### src/rtl/cig_pkg.sv
package cig_pkg;

    typedef enum logic [1:0] {
        GAP_OFF   = 2'b00,
        GAP_SHORT = 2'b01,
        GAP_MID   = 2'b10,
        GAP_LONG  = 2'b11
    } gap_sel_e;

    typedef struct packed {
        logic clk_en;
        logic grant;
    } gate_out_t;

    function automatic int unsigned max3(input int unsigned a, input int unsigned b,
                                         input int unsigned c);
        int unsigned m;
        m = a;
        if (b > m) m = b;
        if (c > m) m = c;
        return m;
    endfunction

endpackage

### src/rtl/cig_gap_decode.sv
module cig_gap_decode
    import cig_pkg::*;
#(
    parameter int unsigned GAP_A = 8,
    parameter int unsigned GAP_B = 16,
    parameter int unsigned GAP_C = 32,
    parameter int unsigned CNT_W = 6
) (
    input  logic [1:0]       sel,
    input  logic             ext,
    output logic [CNT_W-1:0] len
);
    always_comb begin
        if (ext) begin
            len = '0;
        end else begin
            unique case (gap_sel_e'(sel))
                GAP_OFF:   len = '0;
                GAP_SHORT: len = CNT_W'(GAP_A);
                GAP_MID:   len = CNT_W'(GAP_B);
                GAP_LONG:  len = CNT_W'(GAP_C);
                default:   len = '0;
            endcase
        end
    end
endmodule

### src/rtl/cig_gap_counter.sv
module cig_gap_counter #(
    parameter int unsigned CNT_W = 6
) (
    input  logic             clk,
    input  logic             rst,
    input  logic             load,
    input  logic [CNT_W-1:0] load_val,
    output logic [CNT_W-1:0] cnt,
    output logic             busy,
    output logic             last
);
    always_ff @(posedge clk) begin
        if (rst) begin
            cnt <= '0;
        end else if (load) begin
            cnt <= load_val;
        end else if (busy) begin
            cnt <= cnt - CNT_W'(1);
        end
    end

    assign busy = (cnt != '0);
    assign last = (cnt == CNT_W'(1));
endmodule

### src/rtl/cig_gate_reg.sv
module cig_gate_reg
    import cig_pkg::*;
(
    input  logic      clk,
    input  logic      rst,
    input  logic      accept,
    input  logic      zero_len,
    input  logic      busy,
    input  logic      last,
    output gate_out_t q
);
    gate_out_t d;

    always_comb begin
        d.clk_en = !((accept && !zero_len) || (busy && !last));
        d.grant  = (accept && zero_len) || last;
    end

    always_ff @(posedge clk) begin
        if (rst) begin
            q.clk_en <= 1'b1;
            q.grant  <= 1'b0;
        end else begin
            q <= d;
        end
    end
endmodule

### src/rtl/cig_top.sv
module cig_top
    import cig_pkg::*;
#(
    parameter int unsigned GAP_A = 8,
    parameter int unsigned GAP_B = 16,
    parameter int unsigned GAP_C = 32
) (
    input  logic       clk,
    input  logic       rst,
    input  logic [1:0] pause_sel,
    input  logic       cyc_req,
    input  logic       ext_acc,
    output logic       cpu_clk_en,
    output logic       cyc_grant
);
    localparam int unsigned MAX_GAP = max3(GAP_A, GAP_B, GAP_C);
    localparam int unsigned CNT_W   = $clog2(MAX_GAP + 1);

    logic [CNT_W-1:0] gap_len;
    logic [CNT_W-1:0] cnt_q;
    logic             busy;
    logic             last;
    logic             accept;
    gate_out_t        gate_q;

    assign accept = cyc_req && !busy;

    cig_gap_decode #(
        .GAP_A(GAP_A), .GAP_B(GAP_B), .GAP_C(GAP_C), .CNT_W(CNT_W)
    ) u_dec (
        .sel (pause_sel),
        .ext (ext_acc),
        .len (gap_len)
    );

    cig_gap_counter #(.CNT_W(CNT_W)) u_cnt (
        .clk      (clk),
        .rst      (rst),
        .load     (accept),
        .load_val (gap_len),
        .cnt      (cnt_q),
        .busy     (busy),
        .last     (last)
    );

    cig_gate_reg u_gate (
        .clk      (clk),
        .rst      (rst),
        .accept   (accept),
        .zero_len (gap_len == '0),
        .busy     (busy),
        .last     (last),
        .q        (gate_q)
    );

    assign cpu_clk_en = gate_q.clk_en;
    assign cyc_grant  = gate_q.grant;
endmodule

### config.mk
export PLATFORM = sky130hd
export DESIGN_NAME = cig_top
export DESIGN_NICKNAME = d
export VERILOG_FILES = /design/src/rtl/cig_pkg.sv /design/src/rtl/cig_gap_decode.sv /design/src/rtl/cig_gap_counter.sv /design/src/rtl/cig_gate_reg.sv /design/src/rtl/cig_top.sv
export SDC_FILE = /design/constraint.sdc
export NUM_CORES = 1
export LEC_CHECK = 0
export CORE_AREA = 5 5 42 44
export DETAILED_ROUTE_END_ITERATION = 8
export DIE_AREA = 0 0 47 49
export GPL_ROUTABILITY_DRIVEN = 0
export PLACE_DENSITY = 0.53
export SLEW_MARGIN = 0
export SYNTH_ARGS = -nofsm -noshare
export SYNTH_HDL_FRONTEND = slang
export SYNTH_SLANG_ARGS = --single-unit
### constraint.sdc
create_clock -name clk -period 3.79 [get_ports clk]
set_input_delay 0.9475 -clock clk [delete_from_list [all_inputs] [get_ports clk]]
set_output_delay 0.9475 -clock clk [all_outputs]
set_load 0.01 [all_outputs]
==> results of run 1 <==
==> synth_stat cells (2+ instances only) <==
cell type and number:
dfxtp_1 8, nand4b_1 3, xnor2_1 2, a31o_2 2
nor3b_1 2, ha_1 3, a21o_1 2, inv_1 2
nand2_1 2, a21oi_1 4, buf_2 2, nor2_1 2
==> logic make-up (layout without fill, tap and decap cells) <==
family / count (synthesis) / after routing / share of synthesized area (%)
xor+xnor: 2 / 2 / 3.72
compound gates: 17 / 17 / 25.8
fa+ha+maj: 3 / 3 / 7.98
buf+inv: 5 / 12 / 4.52
flops: 8 / 8 / 34.0
simple gates: 15 / 15 / 23.9
==> final timing paths <==
| check | startpoint | end | slack [ns] | cells after the start |
|---|---|---|---|---|
| max | u_gate.q[1] | cpu_clk_en | 1.76 | 1 |
| min | u_cnt.cnt[5] | u_cnt.cnt[5] | 0.51 | 2 |
| max reg2reg | u_cnt.cnt[2] | u_cnt.cnt[3] | 2.14 | 3 |
| min reg2reg | u_cnt.cnt[5] | u_cnt.cnt[5] | 0.51 | 2 |
==> per-stage QoR <==
stage | instance area [sq um] | worst slack (ns) | instances
final | 569 | 1.76 | 73
after global routing | 569 | 1.72 | 73
after CTS | 569 | 1.75 | 73
after detailed placement | 547 | 1.61 | 70
after global placement | 547 | 1.63 | 70
after floorplan | 470 | 2.25 | 50
==> sequential cells by signal (all words and copies together) (netlist names) <==
| name | cells |
|---|---|
| u_cnt.cnt | 6 |
| u_gate.q | 2 |
==> area by class of cell <==
class	count	area, sq um
clock buffer	3	22.5
inverter	2	7.51
tap	16	20.0
timing repair buffer	7	70.1
sequential	8	160
fill	142	832
multi-input combinational	37	289
==> layout by cell type, fill, tap and decap left out <==
cell             n
a211oi_1         1
a21o_1           2
a21o_2           1
a21oi_1          4
a31o_2           2
a31oi_1          1
a31oi_2          1
clkbuf_4         3
clkdlybuf4s50_1  7
dfxtp_1          8
ha_1             3
inv_1            2
nand2_1          2
nand2b_1         1
nand3_1          1
nand4b_1         3
nand4bb_1        1
nor2_1           2
nor3b_1          2
nor4_2           1
nor4bb_1         1
o21ai_0          1
o21ai_1          1
o21bai_1         1
o221ai_1         1
o31ai_1          1
or4_4            1
xnor2_1          2
==> power by group through the flow <==
stage	logic (mW)	clock network (mW)	registers (mW)
2_1_floorplan	0.199	0	0.151
3_3_place_gp	0.247	0	0.154
3_5_place_dp	0.244	0	0.153
4_1_cts	0.248	0.0671	0.151
5_1_grt	0.282	0.0717	0.158
6_report	0.245	0.0655	0.152
==> layer usage <==
metal | GRT usage [%] | share of wire (%) | vias up
met4 | 6.91 | 1.9 | 0
met5 | 0 | 0 | -
met1 | 10.8 | 43 | 184
li1 | - | - | 206
met3 | 3.32 | 4.8 | 2
met2 | 14.7 | 50 | 7
==> results.md, run 1 <==
- The run finished with clean final reports.
- Detailed placement finished with a half-perimeter wire length of 648 um.
- The slowest stage of the critical path is the clkdlybuf4s50_1 cell.
- The mean post-synth cell area is roughly 9.4 sq um.
- The normalized max-slew margin is a little over a third.
- The effective utilization at floorplan is 33.6%.
- The final cell utilization of the core is 40.6%.
- The final clock skew is 0.000656 ns.
- In the final timing run, aggregate negative setup slack is 0 ns.
- The row count is 14.
- Of the total power, combinational logic draws 53.0%.
- Cell internal power was estimated by the tool at 0.280 mW.
- After clock tree synthesis, the flow added hold-fix buffers numbering 0.
- In the routed design, unresolved DRC markers number 0.
- The quantity of gates resized following cts is 0.
- VDD sags by at most 0.000379 V.
- The worst setup path is launched from a flip-flop.
- Of the total power, the share spent switching nets is 39.5%.
- The number of synthesized flops with an enable pin is 0.
- The final number of hold-violating endpoints came to 0.
- The number of distinct standard cells referenced by the synthesized netlist is 28.
- The clock tree from TritonCTS is built.
- After synthesis, the cell types taking the most area are dfxtp_1 34%, ha_1 8.0%, nand4b_1 5.6%.
- The portion of the post-synthesis area used by sequential elements is 34.0%.
- The Yosys warning count is 0.
- The synthesized area is 470 sq um.
- The clock transition at the registers of the reported paths is 0.05 ns.
- Setup repair after global routing left no endpoint under its margin.
- The count of buffers added on input and output ports is 7.
- The tightest hold path in the finished design has a slack of a little over 0.5 ns.
- 0 antenna diodes ended up in the layout.
- The tool flagged a number of max-cap violations equal to 0.
- The data arrival time of the worst path is around 1.1 ns.
- The H-tree depth reported by CTS is 1.
- The maximum fanout count along the critical path is 1.
- The tree is rooted in a clkbuf_4.
- The leakage component of the power is a little over 0.2 nW.
- STA classifies the critical path endpoint as an output pin.
- The via count of the first global-routing pass came to ~380.
- The part of the total power dissipated in sequential elements is 32.8%.
- For this design the top-level I/O count stands at 8.
- Traced cell by cell, the critical path runs through clkdlybuf4s50_1.
- The final critical path takes up 53.5% of the cycle.
- The post-layout minimum cycle time is 2.03 ns.
- The worst hold path class is reg2reg.
- The clock insertion delay at the later pin of the skew report is roughly 0.25 ns.
- The number of nets in the synthesized netlist is 59.
- The number of max-slew violations in the final report is 0.
- The DRC marker count from the first detailed-route iteration is 6.
- The width of the die is 47 um.
- The number of storage elements in the synthesis netlist is 8.
- Synthesis produced a netlist whose cell count is 50.
- The top cell type by total area after synthesis is dfxtp_1.
- The vertical die dimension is 49 um.
- In this run the remaining antenna-violating nets after routing total 0.
- The total die area is 2300 sq um.
- After global routing the overflow that remains totals 0.
- The longest clock path from root to sink contains 2 buffers.
- The total power density per cell area is approximately 810 nW/um^2.
- In this run the biggest area consumer among cell types represents between 30% and 40% of the synthesized area.
- The relative area change from synthesis to final layout is 21.0%.
- The initial antenna violation count is 0.
- In the routed layout, each cell is associated on average with a via count of 5.47.
- The slew at the pin closest to its max-slew limit is 0.953 ns.
- The pin count of the biggest net entering global routing is 15.
- The total CTS buffers is 3.
- For this block, the via count after detailed routing is 399.
- In the final layout, the share of cells above drive strength 1 is 15.8%.
- The global-route total usage across every layer is 9.73%.
- The stage delay of the slowest cell on the critical path is 0.53 ns.
- Setup violations remaining at the end of the flow were counted as 0.
- Derived from the worst setup path, the maximum achievable clock frequency is roughly 490 MHz.
- Together, buffers and inverters on the worst path number 1.
- In this run the standard cell core region covers between 1000 and 1500 sq um.
- The average wire length per cell after detail routing is 12.5 um.
- The number of buffers inserted to repair setup after CTS is 0.
- The most used flip-flop cell after synthesis is dfxtp_1.
- The wire length after detailed routing is 911 um.
- The switching power is 0.182 mW.
- By startpoint and endpoint, the worst setup path is classified as reg2out.
- The first global-routing pass estimated 1580 um of wire.
- The overall power of the completed layout is 0.462 mW.
- Per report_power, the clock group accounts for 14.2% of the total.
- Grouping stages by cell kind, the critical path spends the most delay in buffers and inverters.
- The first detailed-routing pass ran for 4 iterations.
- After synthesis, the share of flip-flops with an asynchronous set or reset is 0%.
- For this design, the sink count on the clock tree is 8.
- The layout net count is 68.
- The critical path data required time is around 2.8 ns.
(Power assumes the default switching activity.)
==> inputs of run 2 (changes only) <==
--- a/config.mk
+++ b/config.mk
@@ -9,7 +9,7 @@
 export DETAILED_ROUTE_END_ITERATION = 8
 export DIE_AREA = 0 0 47 49
 export GPL_ROUTABILITY_DRIVEN = 0
-export PLACE_DENSITY = 0.53
+export PLACE_DENSITY = 0.55
 export SLEW_MARGIN = 0
 export SYNTH_ARGS = -nofsm -noshare
 export SYNTH_HDL_FRONTEND = slang
==> constraint.sdc (replaced) <==
create_clock -name clk -period 1.8 [get_ports clk]
set_input_delay 0.45 -clock clk [delete_from_list [all_inputs] [get_ports clk]]
set_output_delay 0.45 -clock clk [all_outputs]
set_load 0.01 [all_outputs]
==> run 2 against run 1 <==
Compared with the run above: wire length rose by 0.11%; final cell count rose by 1.4%; clock skew rose by 0.0060 ns; via count rose by 1.0%; clock power rose by 110%; register-to-register slack got worse by 1.7 ns; sequential share of layout area fell by 0.37 points.
==> results.md, run 2 (synthesized netlist as in run 1, its figures left out) <==
- The number of max-slew violations in the final report is 0.
- The number of setup violations in the final report is 0.
- The floorplan step set the die height to 49 um.
- After clock tree synthesis, the repair step resized 0 gates.
- Hold repair after CTS inserted 0 buffers.
- The area of placed instances is 554 sq um.
- The initial antenna violation count came to 0.
- The worst setup path is of the reg2out kind.
- Across the VDD grid, the largest voltage drop is roughly 0.00059 V.
- The number of design rule violations left after detail routing is 0.
- The number of buffers added on ports is 7.
- Power comes to 1.01 mW.
- The die covers 2300 sq um.
- The area occupied by multi-input gates is 289 sq um.
- The layout net count is between 60 and 70.
- The family with the most delay on the worst path is buffers and inverters.
- TritonCTS built the clock tree.
- The count of nets left with antenna violations once routing finished came out at 0.
- The clock net in this run drives a total of 8 sinks.
- The slew at the pin closest to its max-slew limit is 0.457 ns.
- The pin count of the biggest net entering global routing is 15.
- The final number of hold-violating endpoints was 0.
- The clock transition at the registers of the reported paths is 0.06 ns.
- The detailed router placed 403 vias in this run.
- The worst hold path class is reg2reg.
- The leakage component of the power is 0.212 nW.
- The nature of the critical path endpoint is an output pin.
- The clock root buffer is clkbuf_4.
- The top cell types in the final layout, fill and taps aside, are 8 x dfxtp_1, 7 x clkdlybuf4s50_1, 4 x a21oi_1.
- The layout has roughly 140 filler cells.
- The via count of the first global-routing pass was 365.
- The width of the die is 47 um.
- Across the run, the number of max-cap violations was 0.
- The register with the most flip-flops in the layout has 6 of them.
- The final clock skew is 0.00666 ns.
- The part of the cycle the worst path needs is a little under nine tenths.
- The effective utilization at floorplan is roughly a third.
- The normalized max-slew margin is 69.5%.
- The fraction of final layout cells with drive strength greater than 1 is 17.2%.
- Traced cell by cell, the critical path runs through clkdlybuf4s50_1.
- The region available for standard cell placement spans 1400 sq um.
- The post-layout minimum cycle time is 1.54 ns.
- The iteration count of the initial detailed-routing pass is 4.
- The data arrival time of the worst path is between 1 and 1.5 ns.
- The number of buffers on the longest clock path is 2.
- Along the worst path, the maximum fanout reaches 1.
- The relative area change from synthesis to final layout is 22.6%.
- Global routing used 9.02% of the available tracks.
- The largest registers in the layout are u_cnt.cnt x6, u_gate.q x2.
- CTS built an H-tree with a depth of 1.
- Based on the critical path, the design can be clocked at up to approximately 650 MHz.
- Registers take 160 sq um.
- Adding up every negative setup slack in the final design gives 0 ns.
- 0 antenna diodes ended up in the layout.
- The row count is 14.
- Together, buffers and inverters on the worst path number 1.
- The stage delay of the slowest cell on the critical path is 0.53 ns.
- The cell with the biggest individual delay on the critical path is clkdlybuf4s50_1.
- Setup repair after global routing left no endpoint under its margin.
- The detailed-route vias per instance is 5.45.
- The total congestion overflow after global routing is 0.
- The element type at the critical path start is a flip-flop.
- After clock tree synthesis, the setup repair step added 0 buffers.
- After detailed routing, the total wire length is 912 um.
- For this block, the initial DRC count from the detailed router was 8.
- Before CTS, the worst setup slack after placement is around 0.15 ns.
- The total CTS buffers is 3.
- The run finished with clean final reports.
- The critical path data required time is 1.35 ns.
- The post-route cell area is 577 sq um.
- The global-route wire length before repair is between 1500 and 2000 um.
- The worst slack on hold paths is 0.500 ns.
- The later pin in the worst-skew pair is clocked with a latency of 0.25 ns.
- The average wire length per cell after detail routing is 12.3 um.
- The register with the most flip-flops is u_cnt.cnt.
- The number of top-level design ports is 8.
- The leading cell type in the layout, fill and taps excluded is dfxtp_1.
- For this design the ratio of total power to cell area is 1740 nW/um^2.
- The HPWL reported at the end of detailed placement is 682 um.
- After layout, the worst setup slack is 0.264 ns.
## run 2: cell count changes in the layout (fill, tap and decap cells not counted), sizes merged
cell / change
buf: +1
## run 2: metrics by stage
stage,utilization (%),cells
finish,41.2,74
global route,41.2,74
CTS,41.2,74
detailed placement,39.6,71
global placement,39.6,71
floorplan,-,50
## run 2: worst paths after layout
kind | start | end | slack [ns] | depth (start not counted)
setup reg to reg | u_cnt.cnt[0] | u_gate.q[1] | 0.44 | 5
setup / recovery | u_gate.q[0] | cyc_grant | 0.26 | 1
hold reg to reg | u_cnt.cnt[5] | u_cnt.cnt[5] | 0.50 | 2
hold / removal | u_cnt.cnt[5] | u_cnt.cnt[5] | 0.50 | 2
## run 2: layer usage
metal | vias to the layer above | share of wire, % | GRT usage (%)
met5 | - | 0 | 0
li1 | 206 | - | -
met1 | 185 | 46 | 11.2
met4 | 0 | 1.2 | 4.15
met2 | 10 | 48 | 14.0
met3 | 2 | 4.3 | 2.21
## run 2: layout make-up
type | instances | share of cell area, %
clock buffers | 3 | 3.90
inverters | 2 | 1.30
repair buffers | 8 | 13.4
multi-input cells | 37 | 50.1
flip-flops and latches | 8 | 27.8
well taps | 16 | 3.47
## run 2: power breakdown
| part | internal, mW | total, mW | switching [mW] |
|---|---|---|---|
| Combinational | 0.284 | 0.546 | 0.262 |
| Clock | 0.0765 | 0.139 | 0.0630 |
| Sequential | 0.247 | 0.321 | 0.0737 |
| Total | 0.608 | 1.01 | 0.399 |
## run 2: worst min-delay path: stages (launching register included)
cell and delay [ns]:
dfxtp_1 0.32, o21ai_0 0.07, a21oi_1 0.06
